$ cat src/rtl/mbi2c_pkg.sv
`timescale 1ns/1ps
package mbi2c_pkg;
  localparam int DATA_W = 16;

  localparam logic [3:0] OFS_STAT  = 4'h0;
  localparam logic [3:0] OFS_IEN   = 4'h2;
  localparam logic [3:0] OFS_TXD   = 4'h4;
  localparam logic [3:0] OFS_CMD   = 4'h6;
  localparam logic [3:0] OFS_RXD   = 4'h8;
  localparam logic [3:0] OFS_CMDRB = 4'hA;

  localparam int EVT_LSB  = 13;
  localparam int CMD_WR   = 10;
  localparam int CMD_TWO  = 11;
  localparam int CMD_KEEP = 13;
  localparam logic [1:0] MODE_NATIVE = 2'd2;

  typedef enum logic [2:0] {
    EN_IDLE,
    EN_START,
    EN_BIT,
    EN_STOP,
    EN_HOLD
  } eng_state_t;
endpackage

$ cat src/rtl/mbi2c_clkdiv.sv
`timescale 1ns/1ps
module mbi2c_clkdiv #(
  parameter int CLK_DIV = 125
) (
  input  logic clk,
  input  logic rst_n,
  input  logic run,
  output logic tick
);
  localparam int DIV_W = (CLK_DIV > 2) ? $clog2(CLK_DIV) : 1;
  localparam logic [DIV_W-1:0] LAST = DIV_W'(CLK_DIV - 1);

  logic [DIV_W-1:0] cnt_q, cnt_d;

  assign tick = run && (cnt_q == LAST);

  always_comb begin
    if (!run)      cnt_d = '0;
    else if (tick) cnt_d = '0;
    else           cnt_d = cnt_q + 1'b1;
  end

  always_ff @(posedge clk or negedge rst_n) begin
    if (!rst_n) cnt_q <= '0;
    else        cnt_q <= cnt_d;
  end
endmodule

$ cat src/rtl/mbi2c_engine.sv
`timescale 1ns/1ps
module mbi2c_engine
  import mbi2c_pkg::*;
(
  input  logic              clk,
  input  logic              rst_n,
  input  logic              launch,
  input  logic [6:0]        tgt_addr,
  input  logic              is_read,
  input  logic              two_bytes,
  input  logic              keep_bus,
  input  logic [DATA_W-1:0] tx_word,
  input  logic              tick,
  input  logic              scl_i,
  input  logic              sda_i,
  output logic              busy,
  output logic              held,
  output logic              scl_oe,
  output logic              sda_oe,
  output logic              done,
  output logic              done_err,
  output logic              done_rd,
  output logic [DATA_W-1:0] rx_word
);
  eng_state_t        st_q, st_d;
  logic [1:0]        ph_q, ph_d;
  logic [3:0]        bit_q, bit_d;
  logic [1:0]        byte_q, byte_d;
  logic [7:0]        sh_q, sh_d;
  logic              rd_q, rd_d, two_q, two_d, keep_q, keep_d, err_q, err_d;
  logic              nack_q, nack_d, held_q, held_d;
  logic              scl_low_q, scl_low_d, sda_low_q, sda_low_d;
  logic [DATA_W-1:0] tx_q, tx_d, rx_q, rx_d;

  logic       stall, adv, tx_byte, bit_rel;
  logic [1:0] last_byte;

  assign busy      = (st_q != EN_IDLE);
  assign held      = held_q;
  assign scl_oe    = scl_low_q;
  assign sda_oe    = sda_low_q;
  assign done_err  = err_q;
  assign done_rd   = rd_q;
  assign rx_word   = rx_q;

  assign last_byte = two_q ? 2'd2 : 2'd1;
  assign tx_byte   = (byte_q == 2'd0) || !rd_q;
  assign stall     = (st_q == EN_BIT) && (ph_q == 2'd2) && !scl_i;
  assign adv       = tick && !stall;

  always_comb begin
    if (bit_q != 4'd8) bit_rel = tx_byte ? sh_q[7] : 1'b1;
    else               bit_rel = tx_byte ? 1'b1 : (byte_q == last_byte);
  end

  always_comb begin
    st_d = st_q;   ph_d = ph_q;   bit_d = bit_q;   byte_d = byte_q;
    sh_d = sh_q;   rd_d = rd_q;   two_d = two_q;   keep_d = keep_q;
    err_d = err_q; tx_d = tx_q;   rx_d = rx_q;     nack_d = nack_q;
    held_d = held_q;
    scl_low_d = scl_low_q;
    sda_low_d = sda_low_q;
    done = 1'b0;
    case (st_q)
      EN_IDLE: begin
        if (launch) begin
          st_d = EN_START; ph_d = '0; bit_d = '0; byte_d = '0;
          sh_d = {tgt_addr, is_read};
          rd_d = is_read; two_d = two_bytes; keep_d = keep_bus;
          err_d = 1'b0; tx_d = tx_word; rx_d = '0; held_d = 1'b0;
          sda_low_d = 1'b0;
        end
      end
      EN_START: begin
        if (adv) begin
          ph_d = ph_q + 2'd1;
          case (ph_q)
            2'd0: scl_low_d = 1'b0;
            2'd1: sda_low_d = 1'b1;
            2'd2: ;
            default: begin
              st_d = EN_BIT;
              scl_low_d = 1'b1;
            end
          endcase
        end
      end
      EN_BIT: begin
        if (adv) begin
          ph_d = ph_q + 2'd1;
          case (ph_q)
            2'd0: sda_low_d = ~bit_rel;
            2'd1: scl_low_d = 1'b0;
            2'd2: begin
              if (bit_q == 4'd8) nack_d = sda_i;
              else if (!tx_byte) sh_d = {sh_q[6:0], sda_i};
            end
            default: begin
              scl_low_d = 1'b1;
              if (bit_q != 4'd8) begin
                bit_d = bit_q + 4'd1;
                if (tx_byte) sh_d = {sh_q[6:0], 1'b0};
              end else begin
                bit_d = '0;
                if (!tx_byte) begin
                  if (byte_q == 2'd1) rx_d[7:0]  = sh_q;
                  else                rx_d[15:8] = sh_q;
                end
                if (tx_byte && nack_q) begin
                  err_d = 1'b1;
                  st_d  = EN_STOP;
                end else if (byte_q == last_byte) begin
                  st_d = keep_q ? EN_HOLD : EN_STOP;
                end else begin
                  byte_d = byte_q + 2'd1;
                  if (!rd_q) sh_d = (byte_q == 2'd0) ? tx_q[7:0] : tx_q[15:8];
                end
              end
            end
          endcase
        end
      end
      EN_STOP: begin
        if (adv) begin
          ph_d = ph_q + 2'd1;
          case (ph_q)
            2'd0: sda_low_d = 1'b1;
            2'd1: scl_low_d = 1'b0;
            2'd2: sda_low_d = 1'b0;
            default: begin
              st_d = EN_IDLE;
              done = 1'b1;
            end
          endcase
        end
      end
      EN_HOLD: begin
        if (adv) begin
          if (ph_q == 2'd1) begin
            st_d = EN_IDLE; ph_d = '0; held_d = 1'b1; done = 1'b1;
          end else begin
            ph_d = ph_q + 2'd1;
            sda_low_d = 1'b0;
          end
        end
      end
      default: st_d = EN_IDLE;
    endcase
  end

  always_ff @(posedge clk or negedge rst_n) begin
    if (!rst_n) begin
      st_q <= EN_IDLE; ph_q <= '0; bit_q <= '0; byte_q <= '0; sh_q <= '0;
      rd_q <= 1'b0; two_q <= 1'b0; keep_q <= 1'b0; err_q <= 1'b0;
      tx_q <= '0; rx_q <= '0; nack_q <= 1'b0; held_q <= 1'b0;
      scl_low_q <= 1'b0; sda_low_q <= 1'b0;
    end else begin
      st_q <= st_d; ph_q <= ph_d; bit_q <= bit_d; byte_q <= byte_d; sh_q <= sh_d;
      rd_q <= rd_d; two_q <= two_d; keep_q <= keep_d; err_q <= err_d;
      tx_q <= tx_d; rx_q <= rx_d; nack_q <= nack_d; held_q <= held_d;
      scl_low_q <= scl_low_d; sda_low_q <= sda_low_d;
    end
  end
endmodule

$ cat src/rtl/mbi2c_regs.sv
`timescale 1ns/1ps
module mbi2c_regs
  import mbi2c_pkg::*;
(
  input  logic              clk,
  input  logic              rst_n,
  input  logic [3:0]        reg_addr,
  input  logic              reg_we,
  input  logic [DATA_W-1:0] reg_wdata,
  output logic [DATA_W-1:0] reg_rdata,
  input  logic              busy,
  input  logic              done,
  input  logic              done_err,
  input  logic              done_rd,
  input  logic [DATA_W-1:0] rx_word,
  output logic              launch,
  output logic [DATA_W-1:0] cmd_q,
  output logic [DATA_W-1:0] txd_q,
  output logic [2:0]        stat_q,
  output logic [2:0]        ien_q,
  output logic              irq
);
  logic [DATA_W-1:0] cmd_d, txd_d, rxd_q, rxd_d;
  logic [2:0]        stat_d, ien_d, evt_set, evt_clr;
  logic              wr_stat, wr_ien, wr_txd, wr_cmd;

  assign wr_stat = reg_we && (reg_addr == OFS_STAT);
  assign wr_ien  = reg_we && (reg_addr == OFS_IEN);
  assign wr_txd  = reg_we && (reg_addr == OFS_TXD);
  assign wr_cmd  = reg_we && (reg_addr == OFS_CMD);

  assign launch  = wr_cmd && !busy && (reg_wdata[15:14] == MODE_NATIVE);
  assign evt_set = done ? {done_rd && !done_err, !done_rd && !done_err, done_err} : 3'b000;
  assign evt_clr = wr_stat ? reg_wdata[EVT_LSB+2:EVT_LSB] : 3'b000;
  assign irq     = |(stat_q & ien_q);

  always_comb begin
    stat_d = (stat_q & ~evt_clr) | evt_set;
    ien_d  = wr_ien ? reg_wdata[EVT_LSB+2:EVT_LSB] : ien_q;
    txd_d  = wr_txd ? reg_wdata : txd_q;
    cmd_d  = launch ? reg_wdata : cmd_q;
    rxd_d  = (done && done_rd && !done_err) ? rx_word : rxd_q;
  end

  always_comb begin
    case (reg_addr)
      OFS_STAT:  reg_rdata = {stat_q, {EVT_LSB{1'b0}}};
      OFS_IEN:   reg_rdata = {ien_q, {EVT_LSB{1'b0}}};
      OFS_TXD:   reg_rdata = txd_q;
      OFS_RXD:   reg_rdata = rxd_q;
      OFS_CMDRB: reg_rdata = cmd_q;
      default:   reg_rdata = '0;
    endcase
  end

  always_ff @(posedge clk or negedge rst_n) begin
    if (!rst_n) begin
      stat_q <= '0; ien_q <= '0; txd_q <= '0; cmd_q <= '0; rxd_q <= '0;
    end else begin
      stat_q <= stat_d; ien_q <= ien_d; txd_q <= txd_d; cmd_q <= cmd_d; rxd_q <= rxd_d;
    end
  end
endmodule

$ cat src/rtl/mbi2c_master.sv
`timescale 1ns/1ps
module mbi2c_master
  import mbi2c_pkg::*;
#(
  parameter int CLK_DIV = 125
) (
  input  logic        clk,
  input  logic        rst_n,
  input  logic [3:0]  reg_addr,
  input  logic        reg_we,
  input  logic [15:0] reg_wdata,
  output logic [15:0] reg_rdata,
  input  logic        scl_i,
  input  logic        sda_i,
  output logic        scl_oe,
  output logic        sda_oe,
  output logic        irq
);
  logic              busy, held, done, done_err, done_rd, launch, tick;
  logic [DATA_W-1:0] rx_word, cmd_q, txd_q;
  logic [2:0]        stat_q, ien_q;

  mbi2c_regs u_regs (
    .clk(clk), .rst_n(rst_n), .reg_addr(reg_addr), .reg_we(reg_we),
    .reg_wdata(reg_wdata), .reg_rdata(reg_rdata), .busy(busy), .done(done),
    .done_err(done_err), .done_rd(done_rd), .rx_word(rx_word), .launch(launch),
    .cmd_q(cmd_q), .txd_q(txd_q), .stat_q(stat_q), .ien_q(ien_q), .irq(irq)
  );

  mbi2c_clkdiv #(.CLK_DIV(CLK_DIV)) u_div (
    .clk(clk), .rst_n(rst_n), .run(busy), .tick(tick)
  );

  mbi2c_engine u_eng (
    .clk(clk), .rst_n(rst_n), .launch(launch),
    .tgt_addr(reg_wdata[7:1]), .is_read(!reg_wdata[CMD_WR]),
    .two_bytes(reg_wdata[CMD_TWO]), .keep_bus(reg_wdata[CMD_KEEP]),
    .tx_word(txd_q), .tick(tick), .scl_i(scl_i), .sda_i(sda_i),
    .busy(busy), .held(held), .scl_oe(scl_oe), .sda_oe(sda_oe),
    .done(done), .done_err(done_err), .done_rd(done_rd), .rx_word(rx_word)
  );
endmodule

$ cat config.mk
export PLATFORM = sky130hd
export DESIGN_NAME = mbi2c_master
export DESIGN_NICKNAME = d
export VERILOG_FILES = /design/src/rtl/mbi2c_pkg.sv /design/src/rtl/mbi2c_clkdiv.sv /design/src/rtl/mbi2c_engine.sv /design/src/rtl/mbi2c_regs.sv /design/src/rtl/mbi2c_master.sv
export SDC_FILE = /design/constraint.sdc
export NUM_CORES = 1
export LEC_CHECK = 0
export BUFFER_PORTS_ARGS = -buffer_cell sky130_fd_sc_hd__buf_2
export CORE_MARGIN = 4
export CORE_UTILIZATION = 23
export CTS_CLUSTER_DIAMETER = 200
export DETAILED_ROUTE_END_ITERATION = 7
export GPL_TIMING_DRIVEN = 0
export HOLD_SLACK_MARGIN = 0.08
export SYNTH_ARGS = -nofsm -noshare
export SYNTH_HDL_FRONTEND = slang
export SYNTH_SLANG_ARGS = --single-unit
$ cat constraint.sdc
create_clock -name clk -period 3.09 [get_ports clk]
set_clock_uncertainty 0.15 [all_clocks]
set_input_delay 0.1545 -clock clk [delete_from_list [all_inputs] [get_ports clk]]
set_output_delay 0.1545 -clock clk [all_outputs]
set_load 0.01 [all_outputs]
==> results of run 1 <==
cells in the mapped netlist (all sizes together) (3+ instances only):
cell	count
clkbuf	16
buf	13
o21ai	54
nand2b	6
a222oi	4
mux2i	10
a21o	4
nand2	162
nor2b	5
ha	11
nor3	9
xor2	3
a22oi	16
nand3	12
a211oi	3
o22ai	3
o31ai	6
dfrtp	119
inv	12
a21oi	8
nor4	5
mux2	47
a31oi	3
nor2	20
and3	3
nor3b	6
registers in the layout (all words and copies together), names as in the netlist:
| name | cells |
|---|---|
| u_eng.rx_word | 16 |
| u_eng.tx_q | 16 |
| u_regs.cmd_q | 16 |
| u_regs.rxd_q | 16 |
| u_regs.txd_q | 16 |
| u_eng.sh_q | 8 |
| u_div.cnt_q | 7 |
| u_eng.bit_q | 4 |
| u_eng.st_q | 3 |
| u_regs.ien_q | 3 |
| u_regs.stat_q | 3 |
| u_eng.byte_q | 2 |
| u_eng.ph_q | 2 |
| u_eng.done_err | 1 |
| u_eng.done_rd | 1 |
| u_eng.keep_q | 1 |
| u_eng.nack_q | 1 |
| u_eng.scl_oe | 1 |
| u_eng.sda_oe | 1 |
| u_eng.two_q | 1 |
critical path, stage by stage (launching register included):
cell and delay [ps]:
dfrtp_1 400, inv_1 140, ha_1 160, buf_2 210, nand2b_1 110, a211oi_2 470
nor2_2 170, and3_1 210, buf_2 220, buf_4 240, mux2_2 280
per-stage QoR:
stage / instance area, sq um / utilization
global placement: 6440 / 0.262
CTS: 7290 / 0.296
finish: 7300 / 0.297
global route: 7300 / 0.297
floorplan: 5820 / -
detailed placement: 6470 / 0.263
power groups by stage:
stage	Sequential, W	Clock, W	Combinational (W)
finish	0.00186	0.00197	0.000612
global route	0.00188	0.00207	0.000697
CTS	0.00186	0.00199	0.000618
floorplan	0.00184	0	0.000415
global placement	0.00188	0	0.000577
detailed placement	0.00188	0	0.000592
path summary, 6_finish.rpt:
kind	startpoint	endpoint	slack [ps]	cells after the start
worst max-delay path	u_eng.ph_q[0]	u_regs.rxd_q[10]	200	10
worst min-delay path	reg_addr[1]	u_regs.stat_q[0]	120	4
worst max register to register	u_eng.ph_q[0]	u_regs.rxd_q[10]	200	10
worst min register to register	u_regs.cmd_q[6]	u_regs.cmd_q[6]	320	2
max in group asynchronous	rst_n	u_regs.txd_q[8]	1970	3
min in group asynchronous	rst_n	u_div.cnt_q[5]	130	2
kinds of logic after synthesis:
family / after synthesis
DFF: 119
AOI/OAI and AO/OA: 114
adders and majority gates: 11
xor gates and xnor gates: 5
and+or+nand+nor: 244
muxes: 57
buffers and inverters: 41
area by class of cell:
class                   instances  area share
repair buffers                 67      0.0656
well taps                     324      0.0555
clock inverters                13      0.0201
clock buffers                  19      0.0607
flip-flops and latches        119       0.408
multi-input cells             431       0.366
plain buffers                  29      0.0185
inverters                      12     0.00617
per-layer routing:
| metal | global-route usage | vias up |
|---|---|---|
| met5 | 0 | - |
| met4 | 0.0473 | 0 |
| met3 | 0.0249 | 21 |
| met2 | 0.177 | 123 |
| met1 | 0.168 | 2288 |
| li1 | - | 2239 |
repair_timing:
| item | in CTS | in global routing |
|---|---|---|
| buffers inserted | 0 | 0 |
| hold endpoints to repair | 167 | 0 |
| resized for setup | 0 | 2 |
| setup endpoints to repair | 0 | 3 |
| hold buffers | 23 | 0 |
==> summary.txt, run 1 <==
Floorplanning
  – Die width: about 170 um
  – Ports: 44
  – Die ar.: roughly 28,000 sq um
  – Starting density of the core: 0.236
  – Num rows: 57
  – Die Ht: around 170 um
  – Core box area: between 20,000 and 25,000 sq um

Job
  – Max-Cap Viols: 0

Layout
  – Most frequent cells in the layout: nand2_1 (162), dfrtp_1 (119), o21ai_0 (54), buf_2 (51), mux2_2 (40)
  – Layout cells sized above 1: 0.204
  – Multi-input logic area: between 2000 and 3000 sq um
  – Register area: around 3000 sq um
  – Layout Cells excl Fill: 1,014
  – Most common cell after layout, fill and taps aside: nand2_1
  – Filler Cells Inserted: roughly 2,600
  – Area grow syn2layout: 25.5%
  – Final-stage net count: about 710
  – Number of diodes: 0

Timing
  – Setup TNS: 0 ps
  – Hold slack final: roughly 120 ps
  – Final WS setup: around 200 ps
  – Setup violators final: 0
  – Fin crit share: 0.935
  – Relative slew slack: 0.375
  – Pin slew with the least headroom to its limit: ~930 ps
  – RSZ-0062 raised after global routing: no
  – Final Hold Fails: 0
  – Tmin final: around 2900 ps
  – Max Fclk: roughly 350 MHz
  – Max-slew violation count: 0

Status
  – Status: complete, no violations

Yosys
  – Post-synthesis simple-gate area fraction: 0.188
  – Compound-Gate Fraction of Synth Area: 0.126
  – Area contributors post-synth: dfrtp_1 (51%), nand2_1 (10%), mux2_2 (7.7%)
  – Synthesized cell area: 5820 sq um
  – Warnings, synthesis: 0
  – Post-synth top area share: 0.512
  – Post-Syn Instances: 591
  – Syn Nets: around 630
  – Sequential share of the synthesized area: 0.512
  – Post-synth EDFFs: 0
  – Mean Syn Cell Area: roughly 9.8 sq um
  – Multiplexer area fraction after synthesis: 0.113
  – Synth Area in Adders: 0.0237
  – Synth cell types: 56
  – Synth async-reset ratio: 1.00
  – Post-synthesis xor/xnor area fraction: 0.00753
  – Ys flop type: dfrtp_1
  – Leading area contributor after synthesis: dfrtp_1
  – Yosys reg bits: roughly 120
  – Largest family of logic cells by synthesized area: simple AND/OR/NAND/NOR gates

CTS
  – Clk_lat worst skew: about 420 ps
  – CTS sink count: 119
  – Clock slew at reported path FFs: 60 ps
  – TritonCTS Buffers: 17
  – CTS Buffer Depth: 2
  – CTS tree: done
  – H-tree Lvls: 4
  – CTS root buf: clkbuf_16

Place
  – DP HPWL: roughly 11,000 um
  – Placed Cells: 959
  – Gpl congestion: roughly 0.82
  – Post-place setup slack: 209 ps
  – Port Buffers: 43

Drt
  – DRT Pass-1 Iters: 5
  – Met1 wire length: just under 8000 um
  – Drt drc: 0
  – Iter 0 DRT Violations: ~460
  – Metal3 WL: 714 um
  – Post-DRT Antenna Nets: 0
  – Vias per cell: 4.61
  – Top sig layer: met4
  – DRT Wirelength: around 16,000 um
  – Met2 WL: about 7300 um
  – Vias after detailed routing: about 4,700
  – Drt wl/cell: 15.9 um

Power
  – Seq pwr share: 0.419
  – Gate power share: 0.138
  – Peak supply drop: approximately 0.39 mV
  – Clk pwr share: 0.443
  – Sw Pwr: around 0.0012 W
  – Cell Pwr Density: 608 nW/um^2
  – Internal Power: between 0.003 and 0.004 W
  – Tot Pwr: 0.00444 W
  – Lkg Pwr: ~3.5 nW
  – Switching Fraction: 0.277

Setup path
  – Critical Path RT: around 3200 ps
  – Setup CP Type: reg -> reg
  – Worst Setup End Kind: flip-flop
  – CP max FO: 10
  – Arrival @ worst endpoint: a little over 3000 ps
  – Startpoint Class: flip-flop

Min path
  – HP Class: in -> reg

GRT
  – GRT Overall Usage: 0.119
  – Vias in the first global route: 4,599
  – Initial antenna violation count: 0
  – Grt ovf: 0
  – First-pass GRT wire length: approximately 26,000 um
  – Pin count of the biggest net entering global routing: between 60 and 70
(Power assumes the default switching activity.)
==> run 2: changes to the inputs <==
Settings changed: PLACE_DENSITY set to 0.38.
==> summary.txt, run 2 (synthesis results as in run 1) <==
Status
  – Status: complete, no violations

Place
  – Gpl congestion: approximately 0.79
  – DP HPWL: approximately 13,000 um
  – Placed instance area: ~6500 sq um
  – Port Buffers: 43
  – Placed Cells: approximately 960

Layout
  – Layout cells sized above 1: 0.206
  – Number of diodes: 0
  – Area grow syn2layout: 26.4%
  – Layout Cells excl Fill: approximately 1,000
  – Fin area: approximately 7400 sq um
  – Final-stage net count: around 710
  – Most common cell after layout, fill and taps aside: nand2_1
  – Most frequent cells in the layout: nand2_1 (162), dfrtp_1 (119), o21ai_0 (54), buf_2 (51), mux2_2 (40)

Min path
  – HP Start: reg_addr[0]
  – HP Class: in -> reg
  – Hold depth: 4
  – Endpoint, Worst Hold: u_regs.stat_q[2]

Drt
  – Drt wl/cell: about 18 um
  – Vias per cell: about 4.7
  – DRT Wirelength: ~18,000 um
  – Iter 0 DRT Violations: 419
  – Drt drc: 0
  – Vias after detailed routing: roughly 4,700
  – Post-DRT Antenna Nets: 0
  – DRT Pass-1 Iters: 5

CTS
  – CTS root buf: clkbuf_16
  – H-tree Lvls: 4
  – Clk_lat worst skew: about 420 ps
  – # Post-CTS Setup Buffers: 0
  – TritonCTS Buffers: 17
  – CTS Buffer Depth: 2
  – CTS tree: done
  – CTS sink count: approximately 120
  – Clock slew at reported path FFs: roughly 60 ps

GRT
  – Met3 usage: 0.0287
  – Grt ovf: 0
  – GRT Overall Usage: 0.134
  – Met2 GRT Util: 0.199
  – Vias in the first global route: 4,782
  – First-pass GRT wire length: approximately 29,000 um
  – M1 GR Usage: 0.196
  – Most Crowded Layer GR: met2
  – Pin count of the biggest net entering global routing: 65
  – Initial antenna violation count: 0

Floorplanning
  – Die Ht: between 150 and 200 um
  – Starting density of the core: 0.236
  – Ports: 44
  – Die ar.: 27,900 sq um
  – Die width: 167 um
  – Core box area: 24,600 sq um
  – Num rows: 57

Timing
  – Setup TNS: 0 ps
  – Max Fclk: around 350 MHz
  – Fin crit share: 0.932
  – Relative slew slack: 0.298
  – Max-slew violation count: 0
  – RSZ-0062 raised after global routing: no
  – Pin slew with the least headroom to its limit: 1040 ps
  – Setup violators final: 0
  – Final Hold Fails: 0
  – Tmin final: between 2000 and 3000 ps

Setup path
  – Worst path cell trace: inv_1, ha_1, buf_2, nand2b_1, a211oi_4, nor2_2, and3_1, buf_2, buf_4, mux2_2
  – Slowest stage cell, crit path: dfrtp_1
  – Most common cell on crit path: buf_2
  – CP peak stage delay: about 390 ps
  – Delay-heaviest family, CP: buffers and inverters
  – Setup CP Type: reg -> reg
  – CP Depth: 10
  – Worst Setup End Kind: flip-flop
  – Arrival @ worst endpoint: between 3000 and 4000 ps
  – Reg-to-reg endpoint: u_regs.rxd_q[13]
  – Critical R2R Launch: u_eng.ph_q[0]
  – Worst R2R Setup Slack: roughly 210 ps
  – WP buf/inv: 4
  – Startpoint Class: flip-flop
  – Critical Path RT: roughly 3200 ps
  – CP max FO: 10
  – Worst Reg-to-Reg Cells: 10

Power
  – Internal Power: around 0.0034 W
  – Switching Fraction: 0.280
  – Peak supply drop: approximately 0.36 mV
  – Cell Pwr Density: roughly 640 nW/um^2
  – Seq pwr share: 0.398
  – Sw Pwr: 0.00131 W
  – Gate power share: 0.136
  – Clk pwr share: 0.466
  – Lkg Pwr: between 3 and 4 nW

Job
  – Max-Cap Viols: 0
[run 2: worst max path at each step]
stage / endpoint / start / slack [ps]
floorplan: u_eng.sh_q[1] / u_eng.byte_q[0] / 590
global placement: u_div.cnt_q[5] / rst_n / 40
detailed placement: u_eng.rx_word[4] / u_eng.st_q[0] / 120
CTS: u_eng.rx_word[4] / u_eng.st_q[0] / 100
global route: u_eng.rx_word[12] / u_eng.st_q[2] / 10
finish: u_regs.rxd_q[13] / u_eng.ph_q[0] / 210
[run 2: worst reg2reg max path, stage by stage (launching register included)]
cell	delay [ps]
dfrtp_1	390
inv_1	110
ha_1	200
buf_2	180
nand2b_1	160
a211oi_4	110
nor2_2	280
and3_1	210
buf_2	310
buf_4	300
mux2_2	360
[run 2: metal layers]
layer / up-vias / wire length, um
li1: 2243 / -
met1: 2326 / 9250
met2: 120 / 8160
met3: 20 / 749
met4: 0 / 253
met5: - / 0
[run 2: cell type report]
type | count | area (sq um)
clock buffer | 17 | 425
tap | 324 | 405
buffer | 29 | 135
multi-input combinational | 431 | 2690
timing repair buffer | 65 | 459
inverter | 12 | 45.0
sequential | 119 | 2980
fill | 2576 | 17300
clock inverter | 15 | 216
[run 2: power groups by stage]
| stage | Clock, W | Sequential (W) | Combinational [W] |
|---|---|---|---|
| after floorplan | 0 | 0.00184 | 0.000415 |
| after global placement | 0 | 0.00188 | 0.000588 |
| after detailed placement | 0 | 0.00189 | 0.000607 |
| after CTS | 0.00224 | 0.00186 | 0.000631 |
| after global routing | 0.00231 | 0.00188 | 0.000715 |
| final | 0.00218 | 0.00186 | 0.000636 |
[run 2: what timing repair did]
item	CTS	global route
hold endpoints to repair	135	0
endpoints found under the setup margin	0	19
gates resized for setup	0	4
hold buffers	21	0
[run 2: metrics by stage]
step                setup WS, ps  total power (W)  utilization  hold slack, ps
CTS                         96.3          0.00473        0.298            86.5
finish                       210          0.00468        0.299            96.5
global placement            43.7          0.00247        0.262             226
global route                12.2          0.00491        0.299             131
floorplan                    591          0.00226            -            -291
detailed placement           117          0.00249        0.263            32.3
